**src/rtl/byte_ram_adapter_pkg.sv**
```systemverilog
package byte_ram_adapter_pkg;
  typedef enum logic [1:0] {
    ST_CTRL = 2'd0,
    ST_ADDR = 2'd1,
    ST_DATA = 2'd2,
    ST_RESP = 2'd3
  } adp_state_e;
endpackage

```
**src/rtl/byte_cmd_fsm.sv**
```systemverilog
module byte_cmd_fsm
  import byte_ram_adapter_pkg::*;
#(
  parameter int DATA_W = 8
) (
  input  logic              clk_i,
  input  logic              rst_ni,
  input  logic              byte_vld_i,
  input  logic [DATA_W-1:0] byte_i,
  output logic              addr_take_o,
  output logic              data_take_o,
  output logic              resp_fire_o,
  output adp_state_e        state_o
);
  localparam int FLAG_BIT = DATA_W - 1;

  adp_state_e st_q, st_d;
  logic       wr_flag_q;
  logic       ctrl_take;

  // a control byte may land while the read response is issued
  assign ctrl_take   = byte_vld_i && (st_q == ST_CTRL || st_q == ST_RESP);
  assign addr_take_o = byte_vld_i && (st_q == ST_ADDR);
  assign data_take_o = byte_vld_i && (st_q == ST_DATA);
  assign resp_fire_o = (st_q == ST_RESP);
  assign state_o     = st_q;

  always_comb begin
    st_d = st_q;
    unique case (st_q)
      ST_CTRL: if (byte_vld_i) st_d = ST_ADDR;
      ST_ADDR: if (byte_vld_i) st_d = wr_flag_q ? ST_DATA : ST_RESP;
      ST_DATA: if (byte_vld_i) st_d = ST_CTRL;
      ST_RESP: st_d = byte_vld_i ? ST_ADDR : ST_CTRL;
      default: st_d = ST_CTRL;
    endcase
  end

  always_ff @(posedge clk_i or negedge rst_ni) begin
    if (!rst_ni) begin
      st_q      <= ST_CTRL;
      wr_flag_q <= 1'b0;
    end else begin
      st_q <= st_d;
      if (ctrl_take) wr_flag_q <= byte_i[FLAG_BIT];
    end
  end


  data_only_on_write_chk: assert property (@(posedge clk_i) disable iff (!rst_ni)
    (st_q == ST_DATA) |-> wr_flag_q);

  resp_only_on_read_chk: assert property (@(posedge clk_i) disable iff (!rst_ni)
    (st_q == ST_RESP) |-> !wr_flag_q);

  resp_single_cycle_chk: assert property (@(posedge clk_i) disable iff (!rst_ni)
    (st_q == ST_RESP) |=> (st_q != ST_RESP));
endmodule

```
**src/rtl/byte_cmd_datapath.sv**
```systemverilog
module byte_cmd_datapath #(
  parameter int DATA_W = 8,
  parameter int ADDR_W = 8
) (
  input  logic              clk_i,
  input  logic              rst_ni,
  input  logic [DATA_W-1:0] byte_i,
  input  logic [DATA_W-1:0] rd_data_i,
  input  logic              addr_take_i,
  input  logic              data_take_i,
  input  logic              resp_fire_i,
  output logic [ADDR_W-1:0] addr_o,
  output logic [DATA_W-1:0] wr_data_o,
  output logic              wr_en_o,
  output logic [DATA_W-1:0] rsp_o,
  output logic              rsp_vld_o
);
  always_ff @(posedge clk_i or negedge rst_ni) begin
    if (!rst_ni) begin
      addr_o    <= '0;
      wr_data_o <= '0;
      wr_en_o   <= 1'b0;
      rsp_o     <= '0;
      rsp_vld_o <= 1'b0;
    end else begin
      if (addr_take_i) addr_o <= byte_i[ADDR_W-1:0];
      if (data_take_i) wr_data_o <= byte_i;
      wr_en_o   <= data_take_i;
      rsp_vld_o <= resp_fire_i;
      if (resp_fire_i) rsp_o <= rd_data_i;
    end
  end


  wr_en_pulse_chk: assert property (@(posedge clk_i) disable iff (!rst_ni)
    wr_en_o |=> !wr_en_o);

  rsp_pulse_chk: assert property (@(posedge clk_i) disable iff (!rst_ni)
    rsp_vld_o |=> !rsp_vld_o);

  wdata_hold_chk: assert property (@(posedge clk_i) disable iff (!rst_ni)
    !data_take_i |=> $stable(wr_data_o));
endmodule

```
**src/rtl/byte_ram_cmd_adapter.sv**
```systemverilog
module byte_ram_cmd_adapter
  import byte_ram_adapter_pkg::*;
#(
  parameter int DATA_W = 8,
  parameter int ADDR_W = 8
) (
  input  logic              clk_i,
  input  logic              rst_ni,
  input  logic [DATA_W-1:0] byte_i,
  input  logic              byte_vld_i,
  input  logic [DATA_W-1:0] rd_data_i,
  output logic [DATA_W-1:0] byte_o,
  output logic              byte_vld_o,
  output logic [ADDR_W-1:0] addr_o,
  output logic [DATA_W-1:0] wr_data_o,
  output logic              wr_en_o,
  output logic [1:0]        state_o
);
  logic       addr_take, data_take, resp_fire;
  adp_state_e st;

  byte_cmd_fsm #(.DATA_W(DATA_W)) u_fsm (
    .clk_i       (clk_i),
    .rst_ni      (rst_ni),
    .byte_vld_i  (byte_vld_i),
    .byte_i      (byte_i),
    .addr_take_o (addr_take),
    .data_take_o (data_take),
    .resp_fire_o (resp_fire),
    .state_o     (st)
  );

  byte_cmd_datapath #(.DATA_W(DATA_W), .ADDR_W(ADDR_W)) u_dp (
    .clk_i       (clk_i),
    .rst_ni      (rst_ni),
    .byte_i      (byte_i),
    .rd_data_i   (rd_data_i),
    .addr_take_i (addr_take),
    .data_take_i (data_take),
    .resp_fire_i (resp_fire),
    .addr_o      (addr_o),
    .wr_data_o   (wr_data_o),
    .wr_en_o     (wr_en_o),
    .rsp_o       (byte_o),
    .rsp_vld_o   (byte_vld_o)
  );

  assign state_o = st;


  wr_en_after_data_chk: assert property (@(posedge clk_i) disable iff (!rst_ni)
    wr_en_o |-> ($past(state_o) == 2'd2 && $past(byte_vld_i)));

  rsp_after_resp_state_chk: assert property (@(posedge clk_i) disable iff (!rst_ni)
    byte_vld_o |-> ($past(state_o) == 2'd3));

  strobes_exclusive_chk: assert property (@(posedge clk_i) disable iff (!rst_ni)
    !(wr_en_o && byte_vld_o));

  idle_hold_chk: assert property (@(posedge clk_i) disable iff (!rst_ni)
    (!byte_vld_i && state_o != 2'd3) |=> $stable(state_o));
endmodule

```
**config.mk**
```make
export PLATFORM = sky130hd
export DESIGN_NAME = byte_ram_cmd_adapter
export DESIGN_NICKNAME = d
export VERILOG_FILES = /design/src/rtl/byte_ram_adapter_pkg.sv /design/src/rtl/byte_cmd_fsm.sv /design/src/rtl/byte_cmd_datapath.sv /design/src/rtl/byte_ram_cmd_adapter.sv
export SDC_FILE = /design/constraint.sdc
export NUM_CORES = 1
export LEC_CHECK = 0
export ABC_AREA = 1
export BUFFER_PORTS_ARGS = -buffer_cell sky130_fd_sc_hd__buf_2
export CAP_MARGIN = 20
export CORE_UTILIZATION = 25
export DETAILED_ROUTE_END_ITERATION = 16
export PLACE_DENSITY = 0.47
export SYNTH_ARGS = -nofsm -noshare
export SYNTH_HDL_FRONTEND = slang
export SYNTH_SLANG_ARGS = --single-unit
```
**constraint.sdc**
```tcl
create_clock -name clk_i -period 1.7 [get_ports clk_i]
set_clock_uncertainty 0.2 [all_clocks]
set_input_delay 0.17 -clock clk_i [delete_from_list [all_inputs] [get_ports clk_i]]
set_output_delay 0.17 -clock clk_i [all_outputs]
set_load 0.1 [all_outputs]
```
==> impl_metrics.yaml <==
place:
  placed_cell_area_um2: 1530
  place_congestion: 0.647
  place_hpwl_um: 1770
  io_buffer_count: 46
logic_synthesis:
  synth_top_family_by_area: "simple AND/OR/NAND/NOR gates"
  synthXorXnorAreaFrac_pct: 0
  synth_seq_cells: 29
  ys_types: 13
  syn_nets: 137
  yosysMostFrequentCell: "dfrtp_1"
  synth_area_um2: 1230
  synthFlopType: "dfrtp_1"
  synthAdderAreaFrac_pct: 7.11
  synth_edf_count: 0
  synth_compound_area_share_pct: 9.35
  synth_common_cells: "dfrtp_1, nand2_1, inv_1"
  ys_top_cells_by_area: "dfrtp_1, nand2_1, mux2_2"
  syn-instance-count: 111
  ys_async_sr_fraction_pct: 100
  synth-simple-area-share_pct: 10.5
  yosysTopAreaCell: "dfrtp_1"
  netlist.area_leader.share_pct: 58.9
  syn_avg_cell_area_um2: 11.1
  yosys_warnings: 0
  synth-seq-area-share_pct: 58.9
  synth_mux_area_share_pct: 7.32
floorplanning:
  num_io_pins: 47
  die_h_um: 72.2
  die_area_um2: 5210
  rows: 25
  start_util_pct: 26.1
  core_um2: 4720
  dieWidth_um: 72.2
setup_path:
  crit_path_max_fanout: 16
  cpMaxStageDelayCell: "dfrtp_4"
  end_kind: "flip-flop"
  critPathMaxStageDelay_ns: 0.50
  criticalPathCategory: "reg -> reg"
  required_ns: 1.65
  cp_cell_sequence: "inv_1 > ha_1 > nand2_2 > nand2_1 > o21ai_1"
  cp.arrival_ns: 1.52
  cp-start-kind: "flip-flop"
timing:
  worst_pin_slew_ns: 0.495
  finalMaxSlewViolations: 0
  max_freq_ghz: 0.639
  period_share_pct: 92.1
  whs_ns: 0.112
  finalSetupTns_ns: 0
  hold_violations: 0
  setup_viol: 0
  rsz0062_at_grt: "no"
  maxSlewHeadroom_pct: 67.2
  min_period_ns: 1.57
clock_network:
  clock_latency_ns: 0.27
  root_buffer: "clkbuf_8"
  cts_tree: "done"
  cts_buffer_depth: 2
  cts_sinks: 29
  h-tree-depth: 2
  numCtsBuffers: 5
  clkTransAtPathRegs_ns: 0.06
cells_and_area:
  seq_area_um2: 733
  diodes: 0
  drive_gt1_share_pct: 41.1
  areaGrowthSynthToFinish_pct: 45.4
  multi_input_area_um2: 427
  design_area_um2: 1790
  final_nets: 205
  fillers: 491
drt:
  drt_iter0_drc: 44
  vias_per_cell: 3.86
  ant_nets: 0
  num_vias: 953
  drc: 0
  drt-total-wl_um: 2500
  firstDrtPassIters: 4
  drt-wirelength-per-cell_um: 10.1
global_routing:
  grt_pass1_wl_um: 4040
  grt_usage_pct: 10.5
  grt_start_max_net_pins: 18
  grt-ovfl-total: 0
  first_global_vias: 902
  grt_antenna_before_repair: 0
run_status:
  outcome: "finished, final reports clean"
min_path:
  hp-class: "in -> reg"
run:
  maxCapViolations: 0
-- stage by stage --
stage | util [%] | worst slack (ns) | instances
floorplan | - | 0.0108 | 111
global placement | 32.5 | 0.142 | 222
detailed placement | 32.5 | 0.0915 | 222
CTS | 37.8 | 0.0839 | 247
global route | 37.9 | 0.00623 | 247
finish | 37.9 | 0.134 | 247
-- registers in the layout, summed over array words and instances (netlist names) --
signal,cells
u_dp.wr_en_o,1
u_fsm.state_o,2
u_dp.rsp_o,8
u_dp.rsp_vld_o,1
u_dp.wr_data_o,8
u_fsm.wr_flag_q,1
u_dp.addr_o,8
-- logic make-up (layout without fill, tap and decap cells) --
logic type	count (synthesis)	after routing
AO/OA/AOI/OAI	17	17
flip-flops	29	29
AND/OR/NAND/NOR	32	32
buffers and inverters	18	87
adder cells (fa/ha/maj)	7	7
multiplexers	8	8
-- final timing paths --
kind                                              start                      endpoint  slack, ns  depth (start not counted)
max                        u_fsm.state_o[1]$_DFFE_PN0P_    u_dp.addr_o[1]$_DFFE_PN0P_       0.13                          5
min                                          byte_vld_i  u_fsm.state_o[1]$_DFFE_PN0P_       0.11                          4
max reg2reg                u_fsm.state_o[1]$_DFFE_PN0P_    u_dp.addr_o[1]$_DFFE_PN0P_       0.13                          5
min reg2reg                  u_dp.addr_o[0]$_DFFE_PN0P_    u_dp.addr_o[0]$_DFFE_PN0P_       0.28                          2
max in group asynchronous                        rst_ni    u_dp.addr_o[3]$_DFFE_PN0P_       0.65                          3
min in group asynchronous                        rst_ni     u_dp.rsp_o[7]$_DFFE_PN0N_       0.14                          2
-- cell type report --
cell class                      instances  share of cell area, %
Sequential cell                        29                   41.0
Clock buffer                            6                   4.05
Timing Repair Buffer                   64                   22.8
Multi-Input combinational cell         64                   23.8
Clock inverter                          2                  0.559
Inverter                               15                   3.14
Tap cell                               67                   4.68
-- what timing repair did --
item	CTS	global route
hold buffers	17	0
endpoints found under the setup margin	0	8
hold endpoints to repair	53	0
buffers inserted	0	0
gates resized for setup	0	1
-- critical path: cells and delay by family (launching register included) --
family                   cells  cell delay (ns)
flip-flops                   1             0.50
AND/OR/NAND/NOR              2             0.33
adder cells (fa/ha/maj)      1             0.22
buffers and inverters        1             0.13
AO/OA/AOI/OAI                1             0.07
-- cell usage in the layout, fill, tap and decap left out, types with 3 or more instances in the layout --
cell type and instances:
nand3_1 3, dfrtp_1 27, buf_2 46, ha_1 7, clkbuf_8 5, o21ai_2 8, mux2_2 8, nand2_1 25
inv_1 15, dlygate4sd3_1 17, o21ai_1 8
-- metal layers --
metal | share of wire [%] | global-route usage [%] | up-vias
li1 | - | - | 485
met1 | 46 | 11.6 | 427
met2 | 48 | 17.2 | 39
met3 | 6.3 | 5.83 | 2
met4 | 0.24 | 3.27 | 0
met5 | 0 | 0 | -
Power is not shown: default switching activity piles up to over one toggle a cycle in this logic, so the estimate is an artifact.
